<file path="src/rtl/sup_pkg.sv">
package sup_pkg;

    // Which edge of a synchronised input produces the output pulse.
    typedef enum logic {
        EDGE_FALL = 1'b0,
        EDGE_ANY  = 1'b1
    } edge_sel_e;

endpackage

</file>
<file path="src/rtl/sup_sync_edge.sv">
module sup_sync_edge
    import sup_pkg::*;
#(
    parameter int        STAGES  = 2,
    parameter logic      RST_VAL = 1'b0,
    parameter edge_sel_e MODE    = EDGE_FALL
) (
    input  logic clk,
    input  logic rst_n,
    input  logic async_in,
    output logic pulse
);

    typedef struct packed {
        logic [STAGES-1:0] chain;
        logic              prev;
    } sync_st_t;

    sync_st_t st_d, st_q;
    logic     level;

    always_comb begin
        level       = st_q.chain[STAGES-1];
        st_d.chain  = {st_q.chain[STAGES-2:0], async_in};
        st_d.prev   = level;
    end

    generate
        if (MODE == EDGE_ANY) begin : g_any
            assign pulse = level ^ st_q.prev;
        end else begin : g_fall
            assign pulse = ~level & st_q.prev;
        end
    endgenerate

    always_ff @(posedge clk or negedge rst_n) begin
        if (!rst_n) begin
            st_q.chain <= {STAGES{RST_VAL}};
            st_q.prev  <= RST_VAL;
        end else begin
            st_q <= st_d;
        end
    end

endmodule

</file>
<file path="src/rtl/sup_glitch_filter.sv">
module sup_glitch_filter #(
    parameter int GLITCH_CYC = 4
) (
    input  logic clk,
    input  logic rst_n,
    input  logic raw_in,
    output logic filt_out
);

    localparam int            GW     = $clog2(GLITCH_CYC + 1);
    localparam logic [GW-1:0] G_LAST = GW'(GLITCH_CYC - 1);

    typedef struct packed {
        logic [GW-1:0] cnt;
        logic          filt;
    } flt_st_t;

    flt_st_t st_d, st_q;

    always_comb begin
        st_d = st_q;
        if (!raw_in) begin
            st_d.cnt  = '0;
            st_d.filt = 1'b0;
        end else begin
            st_d.filt = (st_q.cnt == G_LAST);
            if (st_q.cnt != G_LAST) st_d.cnt = st_q.cnt + 1'b1;
        end
    end

    always_ff @(posedge clk or negedge rst_n) begin
        if (!rst_n) st_q <= '0;
        else        st_q <= st_d;
    end

    assign filt_out = st_q.filt;


    filt_needs_raw_chk: assert property (@(posedge clk) disable iff (!rst_n)
        st_q.filt |-> $past(raw_in));


    filt_len_chk: assert property (@(posedge clk) disable iff (!rst_n)
        $rose(st_q.filt) |-> $past(st_q.cnt) == G_LAST);

endmodule

</file>
<file path="src/rtl/sup_watchdog.sv">
module sup_watchdog #(
    parameter int WDOG_CYC = 40
) (
    input  logic clk,
    input  logic rst_n,
    input  logic kick,
    input  logic hold,
    output logic expire
);

    localparam int            WW     = $clog2(WDOG_CYC + 1);
    localparam logic [WW-1:0] W_LAST = WW'(WDOG_CYC - 1);

    typedef struct packed {
        logic [WW-1:0] cnt;
        logic          expire;
    } wd_st_t;

    wd_st_t st_d, st_q;

    always_comb begin
        st_d        = st_q;
        st_d.expire = 1'b0;
        if (hold || kick) begin
            st_d.cnt = '0;
        end else if (st_q.cnt == W_LAST) begin
            st_d.cnt    = '0;
            st_d.expire = 1'b1;
        end else begin
            st_d.cnt = st_q.cnt + 1'b1;
        end
    end

    always_ff @(posedge clk or negedge rst_n) begin
        if (!rst_n) st_q <= '0;
        else        st_q <= st_d;
    end

    assign expire = st_q.expire;


    wd_hold_chk: assert property (@(posedge clk) disable iff (!rst_n)
        hold |=> (st_q.cnt == '0) && !st_q.expire);


    wd_kick_chk: assert property (@(posedge clk) disable iff (!rst_n)
        kick |=> (st_q.cnt == '0) && !st_q.expire);


    wd_expire_chk: assert property (@(posedge clk) disable iff (!rst_n)
        st_q.expire |-> $past(st_q.cnt) == W_LAST && !$past(hold));

endmodule

</file>
<file path="src/rtl/sup_reset_seq.sv">
module sup_reset_seq
    import sup_pkg::*;
#(
    parameter int GLITCH_CYC  = 4,
    parameter int TIMEOUT_CYC = 20_000_000,
    parameter int WDOG_CYC    = 160_000_000,
    parameter int SYNC_STAGES = 2
) (
    input  logic clk,
    input  logic rst_n,
    input  logic uv_raw,
    input  logic mrst_sense_n,
    input  logic wd_kick,
    output logic rst_out,
    output logic rst_n_out,
    output logic mem_disable
);

    localparam int            TW     = $clog2(TIMEOUT_CYC + 1);
    localparam logic [TW-1:0] T_LAST = TW'(TIMEOUT_CYC - 1);

    typedef struct packed {
        logic          active;
        logic [TW-1:0] cnt;
    } seq_st_t;

    seq_st_t st_d, st_q;
    logic    uv_filt;
    logic    mr_fall;
    logic    kick_edge;
    logic    wd_exp;
    logic    trigger;

    sup_glitch_filter #(.GLITCH_CYC(GLITCH_CYC)) i_filter (
        .clk      (clk),
        .rst_n    (rst_n),
        .raw_in   (uv_raw),
        .filt_out (uv_filt)
    );

    sup_sync_edge #(.STAGES(SYNC_STAGES), .RST_VAL(1'b1), .MODE(EDGE_FALL)) i_mr_sync (
        .clk      (clk),
        .rst_n    (rst_n),
        .async_in (mrst_sense_n),
        .pulse    (mr_fall)
    );

    sup_sync_edge #(.STAGES(SYNC_STAGES), .RST_VAL(1'b0), .MODE(EDGE_ANY)) i_kick_sync (
        .clk      (clk),
        .rst_n    (rst_n),
        .async_in (wd_kick),
        .pulse    (kick_edge)
    );

    sup_watchdog #(.WDOG_CYC(WDOG_CYC)) i_wdog (
        .clk    (clk),
        .rst_n  (rst_n),
        .kick   (kick_edge),
        .hold   (st_q.active),
        .expire (wd_exp)
    );

    // Manual edges count only while the block is not itself driving the line.
    assign trigger = uv_filt | wd_exp | (mr_fall & ~st_q.active);

    always_comb begin
        st_d = st_q;
        if (trigger) begin
            st_d.active = 1'b1;
            st_d.cnt    = '0;
        end else if (st_q.active) begin
            if (st_q.cnt == T_LAST) begin
                st_d.active = 1'b0;
                st_d.cnt    = '0;
            end else begin
                st_d.cnt = st_q.cnt + 1'b1;
            end
        end
    end

    always_ff @(posedge clk or negedge rst_n) begin
        if (!rst_n) begin
            st_q.active <= 1'b1;
            st_q.cnt    <= '0;
        end else begin
            st_q <= st_d;
        end
    end

    assign rst_out     = st_q.active;
    assign rst_n_out   = ~st_q.active;
    assign mem_disable = st_q.active;


    uv_hold_chk: assert property (@(posedge clk) disable iff (!rst_n)
        uv_filt |=> st_q.active && st_q.cnt == '0);


    release_len_chk: assert property (@(posedge clk) disable iff (!rst_n)
        $fell(st_q.active) |-> $past(st_q.cnt) == T_LAST && !$past(uv_filt));


    manual_start_chk: assert property (@(posedge clk) disable iff (!rst_n)
        (mr_fall && !st_q.active) |=> st_q.active && st_q.cnt == '0);


    own_drive_chk: assert property (@(posedge clk) disable iff (!rst_n)
        (mr_fall && st_q.active && !uv_filt && !wd_exp && st_q.cnt != T_LAST)
            |=> st_q.cnt == $past(st_q.cnt) + 1'b1);


    wd_reset_chk: assert property (@(posedge clk) disable iff (!rst_n)
        wd_exp |=> st_q.active && st_q.cnt == '0);

endmodule

</file>
<file path="config.mk">
export PLATFORM = sky130hd
export DESIGN_NAME = sup_reset_seq
export DESIGN_NICKNAME = d
export VERILOG_FILES = /design/src/rtl/sup_pkg.sv /design/src/rtl/sup_sync_edge.sv /design/src/rtl/sup_glitch_filter.sv /design/src/rtl/sup_watchdog.sv /design/src/rtl/sup_reset_seq.sv
export SDC_FILE = /design/constraint.sdc
export NUM_CORES = 1
export LEC_CHECK = 0
export BUFFER_PORTS_ARGS = -buffer_cell sky130_fd_sc_hd__clkbuf_2
export CAP_MARGIN = 25
export CORE_AREA = 2 2 83 85
export CTS_CLUSTER_DIAMETER = 120
export DETAILED_ROUTE_END_ITERATION = 8
export DIE_AREA = 0 0 85 87
export PLACE_DENSITY = 0.74
export SYNTH_ARGS = -nofsm -noshare
export SYNTH_HDL_FRONTEND = slang
export SYNTH_HIERARCHICAL = 1
export SYNTH_SLANG_ARGS = --single-unit
</file>
<file path="constraint.sdc">
create_clock -name clk -period 1.8 [get_ports clk]
set_input_delay 0.27 -clock clk [delete_from_list [all_inputs] [get_ports clk]]
set_output_delay 0.27 -clock clk [all_outputs]
set_load 0.02 [all_outputs]
</file>
### Yosys cells after proc, flatten, opt, wreduce, memory -nomap -nowiden

Cells that the tools add are included.

* logic and storage cells: 37
* output and inout bits: 3
* flip-flop bits (word level): 65
* input port bits: 5

* reduce and logical (&&, ||, !) cells: 2
* mux-type cells: 10
* $add $sub $neg: 3
* bitwise operators: 7
* equality and inequality tests: 5

Operators with widths (count)
* $mux 28: 2
* $mux 26: 2
* $add 28x1->28 const B: 1
* $eq 28x28->1 const B: 1
* $add 25x1->25 const B: 1
* $eq 25x25->1 const B: 1
* $mux 25: 1
* $mux 4: 1
* $add 3x1->3 const B: 1
* $eq 3x2->1 const B: 1
* $mux 1: 3
* $mux 3: 1
* $ne 3x2->1 const B: 1
* $and 1x1->1: 2
* $ne 2x1->1 const B: 1
* $not 1->1: 2
* $or 1x1->1: 2
* $reduce_bool 2->1: 1
* $logic_or 1x1->1: 1
* $xor 1x1->1: 1

### Depth between registers and ports, before layout

* depth in word-level cells: 5
* depth in mapped cells: 7
* mapped depth without buffers: 6

### By module

The synthesis kept the hierarchy.

By module, submodules not included
* sup_watchdog: cells an instance 175, seq. area each 725.7 sq um, times used 1, area an instance 1661.6 sq um
* sup_reset_seq: cells an instance 173, seq. area each 651.9 sq um, times used 1, area an instance 1537.7 sq um
* sup_glitch_filter: cells an instance 15, seq. area each 100.1 sq um, times used 1, area an instance 188.9 sq um
* sup_sync_edge at i_mr_sync: cells an instance 4, seq. area each 78.8 sq um, times used 1, area an instance 92.6 sq um
* sup_sync_edge at i_kick_sync: cells an instance 4, seq. area each 75.1 sq um, times used 1, area an instance 83.8 sq um

### Worst setup path after synthesis

Ideal clock, no wire load.

* path type: reg-to-reg
* start: reg, netlist name st_q[12]
* end: reg, netlist name st_q[3]
* setup slack: -144 ps
* stages on the path, launching flop included: 8
* library setup time: 139 ps
* data arrival time: 1806 ps
* buffers on the path: 2
* clock period less this slack: 1944 ps
* required time: 1661 ps
* cells stage by stage: dfrtp_1 > buf_2 > or4_1 > nor4_4 > a21oi_2 > buf_6 > a41oi_1 > a31oi_1

==> flow_metrics.py <==
metrics = {
    "worst_setup_path": {
        "arrival_ns": 2.22,
        "crit_path_end_kind": "flip-flop",
        "rr_startpoint": "st_q[23]",
        "r2r_cells": 5,
        "r2r_slack_ns": -0.18,
        "cp.required_ns": 2.04,
        "cp-endpoint": "st_q[0]",
        "worst-path-max-fanout": 35,
        "startpoint": "st_q[23]",
        "path_class": "reg -> reg",
        "startpoint_type": "flip-flop",
        "r2r-end": "st_q[0]",
    },
    "place": {
        "dp_hpwl_um": 6020,
        "place.gp.congestion": 0.852,
        "place.port_buffers": 7,
        "placed_area_mm2": 0.00428,
    },
    "clock_tree": {
        "clk_latency_ns": 0.35,
        "cts.sinks": 65,
        "cts_tree": "yes",
        "clk_path_buf_depth": 2,
        "cts.clk_slew.worst_paths_ns": 0.08,
        "h-tree-depth": 3,
        "clock-root-buffer": "clkbuf_8",
        "cts_made_buffers": 9,
    },
    "drt": {
        "post_drt_wl_per_cell_um": 16.8,
        "drtIter0Drc": 240,
        "vias": 3251,
        "wirelength_um": 9000,
        "drtAntennaViolNets": 0,
        "dr.pass1.iters": 4,
        "vias_per_cell": 6.08,
        "drc": 0,
    },
    "logic_synthesis": {
        "synthTopCellsByArea": "dfrtp_1 43%, a21oi_1 3.8%, nand3_1 3.8%",
        "ys.warnings.count": 6,
        "ys_types": 59,
        "synth_seq_cells": 65,
        "ys_top_cells_by_count": "61 x dfrtp_1, 28 x nand2_1, 27 x a21oi_1, 27 x nand3_1, 25 x nor2_1",
        "async_flop_share_pct": 100,
        "yosysTopAreaCell": "dfrtp_1",
        "syn_nets": 381,
        "syn_area_mm2": 0.00356,
        "synth.most_common_cell": "dfrtp_1",
        "yosysTopAreaCellShare_pct": 42.8,
        "synth_edf_count": 0,
        "synth_seq_area_share_pct": 45.8,
        "syn_inst": 371,
        "synth_ff_type": "dfrtp_1",
        "synth_area_per_cell_um2": 9.61,
    },
    "die": {
        "start_util_pct": 54.3,
        "die-area_mm2": 0.00740,
        "core_area_mm2": 0.00657,
        "die_h_um": 87,
        "io_pins": 8,
        "die_w_um": 85,
        "rows": 30,
    },
    "grt": {
        "antenna_found_initial": 0,
        "overflow": 0,
        "grt_max_degree": 66,
        "track_usage_pct": 25.2,
        "grt_pass1_vias": 3093,
        "grt_pass1_wl_um": 14600,
    },
    "finish": {
        "seq_area_mm2": 0.00163,
        "multi_input_area_mm2": 0.00204,
        "layout.nets": 460,
        "area_growth_pct": 32.3,
        "fin_area_mm2": 0.00472,
        "top_regs": "i_wdog/st_q x28, st_q x25, i_filter/st_q x3",
        "top_register": "i_wdog/st_q",
        "diodes": 0,
        "largest_reg_flops": 28,
        "fill_cells": 452,
        "drive_gt1_share_pct": 39.1,
    },
    "power": {
        "internal_power_mw": 2.66,
        "cellPowerDensity_mw_per_mm2": 777,
        "combPwrFrac_pct": 17.4,
        "vdd_drop_max_v": 0.000851,
        "p_leak_nw": 1.98,
        "p_clk_share_pct": 37.4,
        "swShare_pct": 27.5,
        "power_switching_mw": 1.01,
        "seq_power_share_pct": 45.2,
        "total_power_mw": 3.66,
    },
    "sta": {
        "maxSlewHeadroom_pct": 68.8,
        "fin_skew_ns": 0.00866,
        "fin_crit_ns": 1.98,
        "fin_crit_sh_pct": 110,
        "worst_pin_slew_ns": 0.461,
        "hold_ws_ns": 0.0231,
        "hold_viol": 0,
        "drv_slew": 0,
        "setup_ws_ns": -0.178,
        "fmax_mhz": 506,
        "rsz0062_at_grt": "true",
        "setup_viol": 47,
    },
    "min_path": {
        "hold_class": "in -> reg",
    },
    "status": {
        "status": "complete, but fails checks",
        "violations": "negative setup slack",
    },
    "job": {
        "drv_cap": 0,
    },
}
[area by class of cell]
type                            count  area share [%]
Clock inverter                      7            1.99
Tap cell                           80            2.12
Timing Repair Buffer               86            14.7
Clock buffer                        9            2.63
Sequential cell                    65            34.6
Inverter                            9           0.716
Multi-Input combinational cell    279            43.2
[metrics by stage]
step           setup WS, ns  TNS (ns)  util [%]  std cells
2_1_floorplan        -0.133     -3.12         -        371
3_3_place_gp         -0.146     -1.51      65.1        512
3_5_place_dp         -0.179     -3.14      65.1        512
4_1_cts              -0.163     -3.58      70.9        534
5_1_grt              -0.238     -7.18      71.8        535
6_report             -0.178     -4.20      71.8        535
[metal layers]
layer / vias up / share of wire, % / global-route usage, % / wire length, µm
li1: 1555 / - / - / -
met1: 1604 / 45 / 33.8 / 4070
met2: 74 / 49 / 40.3 / 4400
met5: - / 0 / 0 / 0
met3: 18 / 3.8 / 3.79 / 344
met4: 0 / 2.1 / 12.3 / 192
[cell families (layout without fill, tap and decap cells)]
| kind of cell | count (synthesis) | in the layout | synth area share, % |
|---|---|---|---|
| AO/OA/AOI/OAI | 80 | 80 | 14.0 |
| XOR/XNOR | 14 | 14 | 3.44 |
| adder cells (fa/ha/maj) | 5 | 5 | 1.76 |
| flip-flops | 65 | 65 | 45.8 |
| buffers and inverters | 27 | 111 | 4.14 |
| multiplexers | 5 | 5 | 1.44 |
| AND/OR/NAND/NOR | 175 | 175 | 29.4 |
[cell usage in the layout, fill, tap and decap left out, drive strengths merged, types with 2 or more instances in the layout]
cell type | netlist | final
a21oi | 28 | 28
a31o | 3 | 3
a31oi | 18 | 18
a41oi | 4 | 4
and2 | 7 | 7
and3 | 13 | 13
and4 | 6 | 6
buf | 12 | 78
bufinv | 0 | 2
clkbuf | 6 | 15
clkinv | 0 | 2
clkinvlp | 0 | 2
dfrtp | 61 | 61
dfstp | 4 | 4
dlygate4sd3 | 0 | 2
ha | 5 | 5
inv | 9 | 10
mux2i | 4 | 4
nand2 | 28 | 28
nand2b | 3 | 3
nand3 | 28 | 28
nand3b | 3 | 3
nand4 | 17 | 17
nor2 | 25 | 25
nor2b | 2 | 2
nor3 | 5 | 5
nor4 | 11 | 11
o21ai | 13 | 13
o31ai | 7 | 7
or2 | 3 | 3
or2b | 2 | 2
or3 | 5 | 5
or4 | 9 | 9
or4b | 4 | 4
xnor2 | 7 | 7
xor2 | 7 | 7
[worst min-delay path by stage]
stage	startpoint	end	depth (start not counted)
after floorplan	rst_n	i_filter/filt_out	0
after global placement	rst_n	i_wdog/st_q[21]	2
after detailed placement	rst_n	i_wdog/st_q[25]	2
after CTS	wd_kick	i_kick_sync/st_d[2]	1
after global routing	wd_kick	i_kick_sync/st_d[2]	1
final	wd_kick	i_kick_sync/st_d[2]	1
[power groups by stage]
stage	clock, mW	combinational (mW)	sequential, mW
after floorplan	0	0.340	1.70
after CTS	1.40	0.638	1.65
final	1.37	0.637	1.66
after global placement	0	0.595	1.67
after detailed placement	0	0.626	1.67
after global routing	1.46	0.710	1.67
[repair_timing]
item / in CTS / in global routing
hold buffers: 2 / 0
hold endpoints to repair: 62 / 0
setup buffers: 4 / 2
pin swaps: 15 / 8
resized for setup: 23 / 21
endpoints found under the setup margin: 43 / 52
cloned: 1 / 0
[critical path: stages (launching register included)]
cell and delay [ns]:
dfrtp_1 0.39, or4b_4 0.55, nor4_4 0.34, a21oi_4 0.12, buf_12 0.19, mux2_2 0.27
(Power assumes the default switching activity.)
